$ cat src/rtl/wav_hdr_pkg.sv
package wav_hdr_pkg;
  localparam int HDR_LEN = 44;
  localparam int IDX_W   = 6;

  typedef enum logic [1:0] {ST_IDLE, ST_HDR, ST_PASS} wh_state_e;

  // One 32-bit little-endian word of the header; word index = byte index / 4.
  function automatic logic [31:0] hdr_word(input logic [3:0] wi,
                                           input logic [31:0] rate,
                                           input logic [15:0] chans,
                                           input logic [15:0] bits,
                                           input logic [31:0] len);
    logic [15:0] align;
    logic [31:0] brate;
    align = 16'((32'(chans) * 32'(bits)) >> 3);
    brate = rate * 32'(align);
    case (wi)
      4'd0:    hdr_word = 32'h4646_4952;          // "RIFF"
      4'd1:    hdr_word = len + 32'd36;
      4'd2:    hdr_word = 32'h4556_4157;          // "WAVE"
      4'd3:    hdr_word = 32'h2074_6D66;          // "fmt "
      4'd4:    hdr_word = 32'd16;
      4'd5:    hdr_word = {chans, 16'd1};
      4'd6:    hdr_word = rate;
      4'd7:    hdr_word = brate;
      4'd8:    hdr_word = {bits, align};
      4'd9:    hdr_word = 32'h6174_6164;          // "data"
      4'd10:   hdr_word = len;
      default: hdr_word = 32'h0;
    endcase
  endfunction

  function automatic logic [7:0] hdr_byte(input logic [IDX_W-1:0] idx,
                                          input logic [31:0] rate,
                                          input logic [15:0] chans,
                                          input logic [15:0] bits,
                                          input logic [31:0] len);
    logic [31:0] w;
    w = hdr_word(idx[5:2], rate, chans, bits, len);
    hdr_byte = w[8*idx[1:0] +: 8];
  endfunction
endpackage

$ cat src/rtl/wav_hdr_rom.sv
module wav_hdr_rom
  import wav_hdr_pkg::*;
#(
  parameter int SAMPLE_RATE     = 8000,
  parameter int CHANNELS        = 1,
  parameter int BITS_PER_SAMPLE = 8,
  parameter int DATA_BYTES      = 5510
) (
  input  logic [IDX_W-1:0] idx,
  output logic [7:0]       hdr_byte_o
);
  localparam logic [31:0] RATE_V = 32'(SAMPLE_RATE);
  localparam logic [15:0] CH_V   = 16'(CHANNELS);
  localparam logic [15:0] BITS_V = 16'(BITS_PER_SAMPLE);
  localparam logic [31:0] LEN_V  = 32'(DATA_BYTES);

  always_comb hdr_byte_o = hdr_byte(idx, RATE_V, CH_V, BITS_V, LEN_V);
endmodule

$ cat src/rtl/wav_hdr_seq.sv
module wav_hdr_seq
  import wav_hdr_pkg::*;
(
  input  logic             clk,
  input  logic             rst_n,
  input  logic             start,
  input  logic             snk_ready,
  output logic [IDX_W-1:0] idx,
  output logic             idle_active,
  output logic             hdr_active,
  output logic             pass_active,
  output logic             hdr_last_fire
);
  wh_state_e state_q;
  logic      hdr_fire;

  assign idle_active   = (state_q == ST_IDLE);
  assign hdr_active    = (state_q == ST_HDR);
  assign pass_active   = (state_q == ST_PASS);
  assign hdr_fire      = hdr_active && snk_ready;
  assign hdr_last_fire = hdr_fire && (idx == IDX_W'(HDR_LEN - 1));

  always_ff @(posedge clk) begin
    if (!rst_n) begin
      state_q <= ST_IDLE;
      idx     <= '0;
    end else begin
      case (state_q)
        ST_IDLE: if (start) begin
          state_q <= ST_HDR;
          idx     <= '0;
        end
        ST_HDR: if (hdr_last_fire) begin
          state_q <= ST_PASS;
        end else if (hdr_fire) begin
          idx <= idx + 1'b1;
        end
        default: state_q <= ST_PASS;
      endcase
    end
  end
endmodule

$ cat src/rtl/wav_hdr_mux.sv
module wav_hdr_mux (
  input  logic       hdr_active,
  input  logic       pass_active,
  input  logic [7:0] hdr_byte_i,
  input  logic [7:0] src_data,
  input  logic       src_valid,
  input  logic       snk_ready,
  output logic [7:0] snk_data,
  output logic       snk_valid,
  output logic       src_ready
);
  always_comb begin
    snk_data  = 8'h00;
    snk_valid = 1'b0;
    src_ready = 1'b0;
    if (hdr_active) begin
      snk_data  = hdr_byte_i;
      snk_valid = 1'b1;
    end else if (pass_active) begin
      snk_data  = src_data;
      snk_valid = src_valid;
      src_ready = snk_ready;
    end
  end
endmodule

$ cat src/rtl/wav_hdr_prepend.sv
module wav_hdr_prepend
  import wav_hdr_pkg::*;
#(
  parameter int SAMPLE_RATE     = 8000,
  parameter int CHANNELS        = 1,
  parameter int BITS_PER_SAMPLE = 8,
  parameter int DATA_BYTES      = 5510
) (
  input  logic       clk,
  input  logic       rst_n,
  input  logic       start,
  input  logic [7:0] src_data,
  input  logic       src_valid,
  output logic       src_ready,
  output logic [7:0] snk_data,
  output logic       snk_valid,
  input  logic       snk_ready
);
  logic [IDX_W-1:0] hdr_idx;
  logic             idle_active, hdr_active, pass_active, hdr_last_fire;
  logic [7:0]       hdr_byte_w;

  wav_hdr_seq u_seq (
    .clk(clk), .rst_n(rst_n), .start(start), .snk_ready(snk_ready),
    .idx(hdr_idx), .idle_active(idle_active), .hdr_active(hdr_active),
    .pass_active(pass_active), .hdr_last_fire(hdr_last_fire)
  );

  wav_hdr_rom #(
    .SAMPLE_RATE(SAMPLE_RATE), .CHANNELS(CHANNELS),
    .BITS_PER_SAMPLE(BITS_PER_SAMPLE), .DATA_BYTES(DATA_BYTES)
  ) u_rom (
    .idx(hdr_idx), .hdr_byte_o(hdr_byte_w)
  );

  wav_hdr_mux u_mux (
    .hdr_active(hdr_active), .pass_active(pass_active),
    .hdr_byte_i(hdr_byte_w), .src_data(src_data), .src_valid(src_valid),
    .snk_ready(snk_ready), .snk_data(snk_data), .snk_valid(snk_valid),
    .src_ready(src_ready)
  );
endmodule

$ cat config.mk
export PLATFORM = sky130hd
export DESIGN_NAME = wav_hdr_prepend
export DESIGN_NICKNAME = d
export VERILOG_FILES = /design/src/rtl/wav_hdr_pkg.sv /design/src/rtl/wav_hdr_rom.sv /design/src/rtl/wav_hdr_seq.sv /design/src/rtl/wav_hdr_mux.sv /design/src/rtl/wav_hdr_prepend.sv
export SDC_FILE = /design/constraint.sdc
export NUM_CORES = 1
export LEC_CHECK = 0
export BUFFER_PORTS_ARGS = -buffer_cell sky130_fd_sc_hd__buf_2
export CAP_MARGIN = 10
export CORE_ASPECT_RATIO = 1.2
export CORE_UTILIZATION = 50
export DETAILED_ROUTE_END_ITERATION = 8
export HOLD_SLACK_MARGIN = 0.08
export PLACE_DENSITY = 0.71
export RECOVER_POWER = 25
export SLEW_MARGIN = 30
export SYNTH_ARGS = -nofsm -noshare
export SYNTH_HDL_FRONTEND = slang
export SYNTH_SLANG_ARGS = --single-unit
$ cat constraint.sdc
create_clock -name clk -period 4.2 [get_ports clk]
set_clock_uncertainty 0.1 [all_clocks]
set_input_delay 0.84 -clock clk [delete_from_list [all_inputs] [get_ports clk]]
set_output_delay 0.84 -clock clk [all_outputs]
set_load 0.01 [all_outputs]
## Word level (Yosys, flattened, before mapping)

Memories as Yosys holds them, arrays and structs flattened. A register that Yosys moved wholly into a read port is not among the register bits.
Cells that the tools add are included.

- Add/subtract/negate cells: 1
- Multiply operators: 0
- Divide/modulo/power cells: 0
- Magnitude comparators: 0
- Eq/ne operators: 7
- Shifts and indexed selects: 1
- Mux-type cells: 15
- Bitwise operators: 0
- Reduce and logical (&&, ||, !) cells: 6

Operators by type and width:

| kind | number |
|---|---|
| variable part select 32 x 6 -> 8 bit | 1 |
| two-way mux 6 bit | 3 |
| two-way mux 8 bit | 2 |
| one-hot mux 6 bit (2 select lines) | 1 |
| two-way mux 4 bit | 2 |
| inequality test 2 bit, second input constant | 4 |
| adder 6 x 1 -> 6 bit, second input constant | 1 |
| equality test 6 bit, second input constant | 1 |
| two-way mux 1 bit | 4 |
| two-way mux 2 bit | 2 |
| one-hot mux 2 bit (2 select lines) | 1 |
| AND reduction 4 bit | 1 |
| equality test 2 x 1 -> 1 bit, second input constant | 1 |
| equality test 2 bit, second input constant | 1 |
| logical AND 1 bit | 2 |
| zero test 2 bit | 1 |
| AND reduction 2 bit | 1 |
| nonzero test 2 bit | 1 |

- Bits in registers: 8
- Latch bits: 0
- Memory bits (writable): 0
- Memory bits (read-only): 432
- Output and inout port bits: 10
- Word-level logic and storage cells: 33
- Memories kept: 1

Memory list:

| name | words | width | read ports | clocked after memory_dff | write ports | RTL line | source |
|---|---|---|---|---|---|---|---|
| (name not given) | 16 | 27 | 1 | 1 | 0 | wav_hdr_pkg.sv:17 | `case (wi)` |

## Logic depth before layout (Yosys ltp)

Gate-level depths: netlist of run 1.

- Depth after elaboration: 7
- Gate-level depth with buffers: 10
- Depth with buffers taken out: 9

## Modules after synthesis

From an unflattened synthesis of run 1, not the netlist that was laid out.

- Cells, all modules: 141
- Area, all modules: 1076.0 um^2

By module, submodules not included:

| module | instances | cells each | area each (um^2) | sequential area each (um^2) |
|---|---|---|---|---|
| wav_hdr_rom | 1 | 73 | 485.5 | 0.0 |
| wav_hdr_seq | 1 | 52 | 473.0 | 160.2 |
| wav_hdr_mux | 1 | 16 | 117.6 | 0.0 |

## Worst setup path before layout of run 1

OpenSTA, ideal clock, no wires.

- Kind: input to register
- From: input rst_n
- To: register with a tool-made name
- Library setup time: 120 ps
- Data arrival time: 2483 ps
- Path slack: 1498 ps
- Stages on the path: 8
- Path buffers: 1
- Path through: buf_1 -> inv_1 -> a31oi_4 -> inv_1 -> ha_1 -> inv_1 -> nor3_2 -> a211o_1

RTL lines:

| item | RTL line | source |
|---|---|---|
| start, declared | wav_hdr_prepend.sv:10 | `input logic rst_n,` |

==> flow_summary.json, run 1 <==
{
  "drv_cap": 0,
  "dpl.hpwl_um": 2520,
  "crit_family": "compound AO/OA/AOI/OAI gates",
  "clock_sinks": 30,
  "synth_top_family_by_area": "compound AO/OA/AOI/OAI gates",
  "crit_start": "u_seq.idx[1]",
  "cts_buffers": 5,
  "layout_commonest_cell": "dfxtp_1",
  "wl_met2_um": 1733,
  "syn_nets": 179,
  "netlist_area_mm2": 0.001655,
  "dieArea_mm2": 0.003546,
  "slowest_delay_ps": 1020,
  "synth_compound_area_frac": 0.2502,
  "p_total_uw": 548.5,
  "grt_max_degree": 14,
  "start_util": 0.5322,
  "m1WireLength_um": 1479,
  "hold_class": "reg -> reg",
  "gr-total-overflow": 0,
  "ys_seq_area_frac": 0.3628,
  "rows": 22,
  "rsz0062_at_grt": "false",
  "synth_mux_area_frac": 0.09599,
  "final_max_slew_viol_count": 0,
  "first_global_vias": 1244,
  "synth_xor_area_frac": 0,
  "ys_types": 49,
  "status": "finished, final reports clean",
  "yosys_warnings": 0,
  "cp_cell_sequence": "ha_1 > nand3_1 > and3_1 > o31ai_1 > inv_2 > a221oi_2",
  "path_buf_inv": 1,
  "utilization": 0.5784,
  "synth_edf_count": 0,
  "ios": 23,
  "detail-route-antenna-nets": 0,
  "wl_per_cell_um": 15.85,
  "hold_violations": 0,
  "slew_headroom": 0.1266,
  "worstSetupStartpointType": "flip-flop",
  "reg2reg_slack_ps": 1020,
  "period_needed_ps": 3181,
  "power.leakage_nw": 0.7777,
  "postPlaceCellArea_mm2": 0.001749,
  "core-area_mm2": 0.003110,
  "dr.max_layer_used": "met4",
  "grt_pass1_wl_um": 5561,
  "die_h_um": 65.03,
  "crit_cells": 6,
  "final.period_utilization": 0.7573,
  "async_flop_share": 0,
  "syn2layout_area_growth_pct": 8.693,
  "routed_wl_um": 3440,
  "final_cell_mix": "30 x dfxtp_1, 22 x buf_2, 12 x nor2_1",
  "post_cts_buffers": 0,
  "vias": 1295,
  "viasPerCell": 5.968,
  "cpMaxStageDelayCell": "o31ai_1",
  "cts_tree": "yes",
  "cts.htree.levels": 2,
  "fmax_mhz": 314.4,
  "die_x_um": 54.53,
  "gp_congestion": 0.9068,
  "critical_path.max_fanout": 12,
  "ctsHoldBuffers": 0,
  "final_area_mm2": 0.001799,
  "numPortBuffers": 22,
  "reg2reg_from": "u_seq.idx[1]",
  "antenna_found_initial": 0,
  "synth_seq_cells": 30,
  "pwr_density_cell_mw_per_mm2": 304.9,
  "drt-initial-drc-count": 26,
  "cts_resized": 0,
  "synth_flop_cell": "dfxtp_1",
  "synth-simple-area-share": 0.1882,
  "syn_avg_cell_area_um2": 10.35,
  "cts_max_path_buffers": 2,
  "final_nets": 199,
  "grtUsageTotal": 0.2216,
  "ctsRootBufferMaster": "clkbuf_4",
  "n_antenna_cell": 0,
  "crit_type": "reg -> reg",
  "required_ps": 4340,
  "end_kind": "flip-flop",
  "setup_viol": 0,
  "routed-wl-met3_um": 196,
  "rr_worst_depth": 6,
  "drc": 0,
  "vdd_drop_max_mv": 0.2375,
  "dr.pass1.iters": 4,
  "synthAdderAreaFrac": 0.04535,
  "tightest_slew_ps": 1299,
  "drive_gt1_frac": 0.3039,
  "cts.clk_slew.worst_paths_ps": 100,
  "netlist_instances": 160,
  "clk_latency_ps": 320,
  "setup-tns-final_ps": 0,
  "cp.arrival_ps": 3320
}
through the flow:
stage | std cells | hold slack, ps | worst slack [ps]
final | 217 | 520.3 | 1019
after detailed placement | 209 | 501.7 | 1259
after global routing | 217 | 558.0 | 810.5
after CTS | 217 | 517.7 | 1268
after floorplan | 160 | 458.7 | 1498
after global placement | 209 | 503.0 | 1302
where the power goes:
part / switching, mW / total, mW / internal (mW)
sequential: 0.00475 / 0.290 / 0.286
clock: 0.0988 / 0.222 / 0.123
combinational: 0.0183 / 0.0362 / 0.0179
synthesized netlist by cell type (2+ instances only):
library cell / count / share of area
o21ai_0: 5 / 0.015
mux2i_1: 4 / 0.024
nand3_1: 6 / 0.018
o32ai_1: 2 / 0.011
dfxtp_1: 30 / 0.36
or3_1: 2 / 0.0076
o21a_1: 2 / 0.0091
nor3_2: 3 / 0.018
nor3_1: 3 / 0.0091
o211a_1: 2 / 0.012
inv_1: 5 / 0.011
inv_2: 2 / 0.0045
a21oi_1: 9 / 0.027
a211o_1: 2 / 0.011
a221oi_2: 2 / 0.018
buf_6: 4 / 0.027
nor2b_1: 4 / 0.015
nand2_1: 11 / 0.025
mux2_2: 2 / 0.014
ha_1: 6 / 0.045
mux4_2: 3 / 0.041
o21a_4: 2 / 0.018
buf_1: 2 / 0.0045
clkbuf_1: 3 / 0.0068
nor2_1: 12 / 0.027
a22o_1: 8 / 0.042
o31ai_4: 2 / 0.026
area by class of cell:
| type | instances | area, um2 |
|---|---|---|
| Clock buffer | 5 | 37.54 |
| Timing Repair Buffer | 23 | 117.6 |
| Multi-Input combinational cell | 113 | 932.1 |
| Sequential cell | 30 | 600.6 |
| Clock inverter | 3 | 40.04 |
| Inverter | 7 | 26.28 |
| Fill cell | 275 | 1311 |
| Tap cell | 36 | 45.04 |
worst min-delay path: cells and delay by family, from the launching register on:
family             cells  cell delay [ps]
AOI/OAI and AO/OA      1              100
DFF                    1              350
and+or+nand+nor        1              120
kinds of logic (layout without fill, tap and decap cells):
group / count (synthesis) / after routing
AOI/OAI and AO/OA: 44 / 44
muxes: 11 / 11
and+or+nand+nor: 52 / 52
DFF: 30 / 30
buffers and inverters: 17 / 38
adders and majority gates: 6 / 6
how the worst min path moves through the flow:
stage                              end  cells past startpoint          from
after floorplan           u_seq.idx[2]                      2  u_seq.idx[2]
after global placement    u_seq.idx[2]                      2  u_seq.idx[2]
after detailed placement  u_seq.idx[2]                      2  u_seq.idx[2]
after CTS                 u_seq.idx[2]                      2  u_seq.idx[2]
after global routing      u_seq.idx[2]                      2  u_seq.idx[2]
final                     u_seq.idx[2]                      2  u_seq.idx[2]
metal layers:
| metal | vias to the layer above | global-route usage |
|---|---|---|
| met3 | 4 | 0.04225 |
| li1 | 628 | - |
| met5 | - | 0 |
| met4 | 0 | 0.09936 |
| met2 | 43 | 0.3460 |
| met1 | 620 | 0.2872 |
Power figures use the tool's default switching activity.
==> run 2: changes to the inputs <==
--- a/config.mk
+++ b/config.mk
@@ -5,6 +5,7 @@
 export SDC_FILE = /design/constraint.sdc
 export NUM_CORES = 1
 export LEC_CHECK = 0
+export ABC_AREA = 1
 export BUFFER_PORTS_ARGS = -buffer_cell sky130_fd_sc_hd__buf_2
 export CAP_MARGIN = 10
 export CORE_ASPECT_RATIO = 1.2
==> constraint.sdc (replaced) <==
create_clock -name clk -period 3.3 [get_ports clk]
set_clock_uncertainty 0.1 [all_clocks]
set_input_delay 0.66 -clock clk [delete_from_list [all_inputs] [get_ports clk]]
set_output_delay 0.66 -clock clk [all_outputs]
set_load 0.01 [all_outputs]
==> flow_summary.json, run 2 <==
{
  "status": "finished, final reports clean",
  "cts.htree.levels": 2,
  "cts.clk_slew.worst_paths_ps": 60,
  "cp_cell_sequence": "clkbuf_1 > inv_1 > nand2_1 > nor2_4 > nand2_4 > nand3_1 > nand2_1 > nand2_1 > inv_1 > ha_1 > nand4_2 > nand2_1",
  "dr.pass1.iters": 4,
  "numPortBuffers": 22,
  "layout_commonest_cell": "nand2_1",
  "syn_nets": 259,
  "worstSetupStartpointType": "flip-flop",
  "cts_max_path_buffers": 2,
  "reg2reg_from": "u_seq.state_q[1]",
  "start_util": 0.5247,
  "path_buf_inv": 3,
  "gp_congestion": 0.8472,
  "final_cell_mix": "66 x nand2_1, 30 x dfxtp_1, 28 x nand3_1",
  "antenna_found_initial": 0,
  "cpMaxStageDelayCell": "clkbuf_1",
  "netlist_instances": 240,
  "vias": 1554,
  "drv_cap": 0,
  "routed_wl_um": 3630,
  "ctsHoldBuffers": 0,
  "n_fill_cell": 316,
  "synth_flop_cell": "dfxtp_1",
  "slew_headroom": 0.6146,
  "ys_seq_area_frac": 0.3399,
  "cts_tree": "yes",
  "vdd_drop_max_mv": 0.3495,
  "setup-tns-final_ps": 0,
  "fmax_mhz": 362.1,
  "clock_sinks": 30,
  "final_max_slew_viol_count": 0,
  "drt-initial-drc-count": 61,
  "power.leakage_nw": 1.029,
  "die_x_um": 56.27,
  "die_h_um": 67.12,
  "pwr_density_cell_mw_per_mm2": 437.5,
  "syn_avg_cell_area_um2": 7.361,
  "detail-route-antenna-nets": 0,
  "crit_top_cell": "nand2_1",
  "worstHoldStart": "start",
  "critical_path.max_fanout": 12,
  "async_flop_share": 0,
  "cp.arrival_ps": 2880,
  "hold_end": "u_seq.state_q[0]",
  "grtUsageMet1": 0.2604,
  "grtUsageMet2": 0.3810,
  "reg2reg_slack_ps": 540,
  "holdPathStages": 3,
  "syn2layout_area_growth_pct": 11.76,
  "post_cts_buffers": 0,
  "synth_edf_count": 0,
  "synth_top_cell_by_area": "dfxtp_1",
  "grtUsageTotal": 0.2185,
  "grt_pass1_wl_um": 6306,
  "rr_worst_depth": 12,
  "yosysMostFrequentCell": "nand2_1",
  "yosys_warnings": 0,
  "utilization": 0.5864,
  "hold_violations": 0,
  "period_needed_ps": 2761,
  "tightest_slew_ps": 578.1,
  "use_met3": 0.04078,
  "rsz0062_at_grt": "false",
  "synth_seq_cells": 30,
  "clk_latency_ps": 280,
  "drive_gt1_frac": 0.2471,
  "final.period_utilization": 0.8368,
  "viasPerCell": 5.180,
  "cts_buffers": 5,
  "required_ps": 3420,
  "crit_family": "simple AND/OR/NAND/NOR gates",
  "place_ws_ps": 616.9,
  "rows": 23,
  "ys_types": 33,
  "setup_viol": 0,
  "netlist_area_mm2": 0.001767,
  "grt_max_degree": 20,
  "hold_class": "in -> reg",
  "ios": 23,
  "gr-total-overflow": 0,
  "synth_area_leaders": "dfxtp_1 34%, nand2_1 13%, nand3_1 7.9%",
  "dpl.hpwl_um": 2776,
  "setup_ws_ps": 538.7,
  "core-area_mm2": 0.003367,
  "first_global_vias": 1399,
  "yosysTopAreaCellShare": 0.3399,
  "end_kind": "flip-flop",
  "cts_resized": 0,
  "dieArea_mm2": 0.003776,
  "crit_type": "reg -> reg",
  "wl_per_cell_um": 12.10,
  "synth_common_cells": "63 x nand2_1, 30 x dfxtp_1, 28 x nand3_1",
  "grt-busiest-layer": "met2",
  "n_antenna_cell": 0,
  "slowest_delay_ps": 450,
  "ctsRootBufferMaster": "clkbuf_8",
  "final_nets": 281,
  "drc": 0
}
[run 2: logic make-up (layout without fill, tap and decap cells)]
logic type,count (synthesis),count (layout),synth area share
flip-flops,30,30,0.3399
buffers and inverters,36,59,0.08853
AO/OA/AOI/OAI,24,24,0.08003
adder cells (fa/ha/maj),6,6,0.04249
AND/OR/NAND/NOR,144,144,0.4490
[run 2: worst max path at each step]
stage / start / to / cells past startpoint
after global routing: u_seq.state_q[1] / flip-flop / 12
after CTS: u_seq.idx[1] / flip-flop / 12
final: u_seq.state_q[1] / flip-flop / 12
after floorplan: snk_ready / flip-flop / 12
after detailed placement: u_seq.idx[1] / flip-flop / 12
after global placement: u_seq.idx[1] / flip-flop / 12
[run 2: layout make-up]
type / instances / area, um2 / area share
Clock inverter: 3 / 40.04 / 0.02028
Clock buffer: 5 / 68.82 / 0.03485
Multi-Input combinational cell: 174 / 988.4 / 0.5006
Inverter: 27 / 108.9 / 0.05513
Sequential cell: 30 / 600.6 / 0.3042
Timing Repair Buffer: 24 / 121.4 / 0.06147
Tap cell: 37 / 46.29 / 0.02345
[run 2: report_power, final]
| group | switching (mW) | internal (mW) |
|---|---|---|
| combinational | 0.0780 | 0.0424 |
| clock | 0.134 | 0.222 |
| sequential | 0.0114 | 0.376 |
[run 2: routing by layer]
| layer | share of wire | up-vias |
|---|---|---|
| met5 | 0 | - |
| met4 | 0.021 | 0 |
| met3 | 0.038 | 8 |
| met2 | 0.49 | 43 |
| met1 | 0.45 | 688 |
| li1 | - | 815 |
[run 2: through the flow]
step	hold WS (ps)	total power [mW]	area, um2	cells
after floorplan	445.0	0.4828	1767	240
after global placement	645.6	0.5165	1891	292
after detailed placement	646.8	0.5163	1891	292
after CTS	642.5	0.8702	1999	300
after global routing	672.2	0.9041	1974	300
final	639.6	0.8639	1974	300
[run 2: worst reg2reg max path, delay by kind of cell, from the launching register on]
kind,cells,cell delay (ps)
simple gates,8,1220
flops,1,300
buf+inv,3,810
fa+ha+maj,1,260
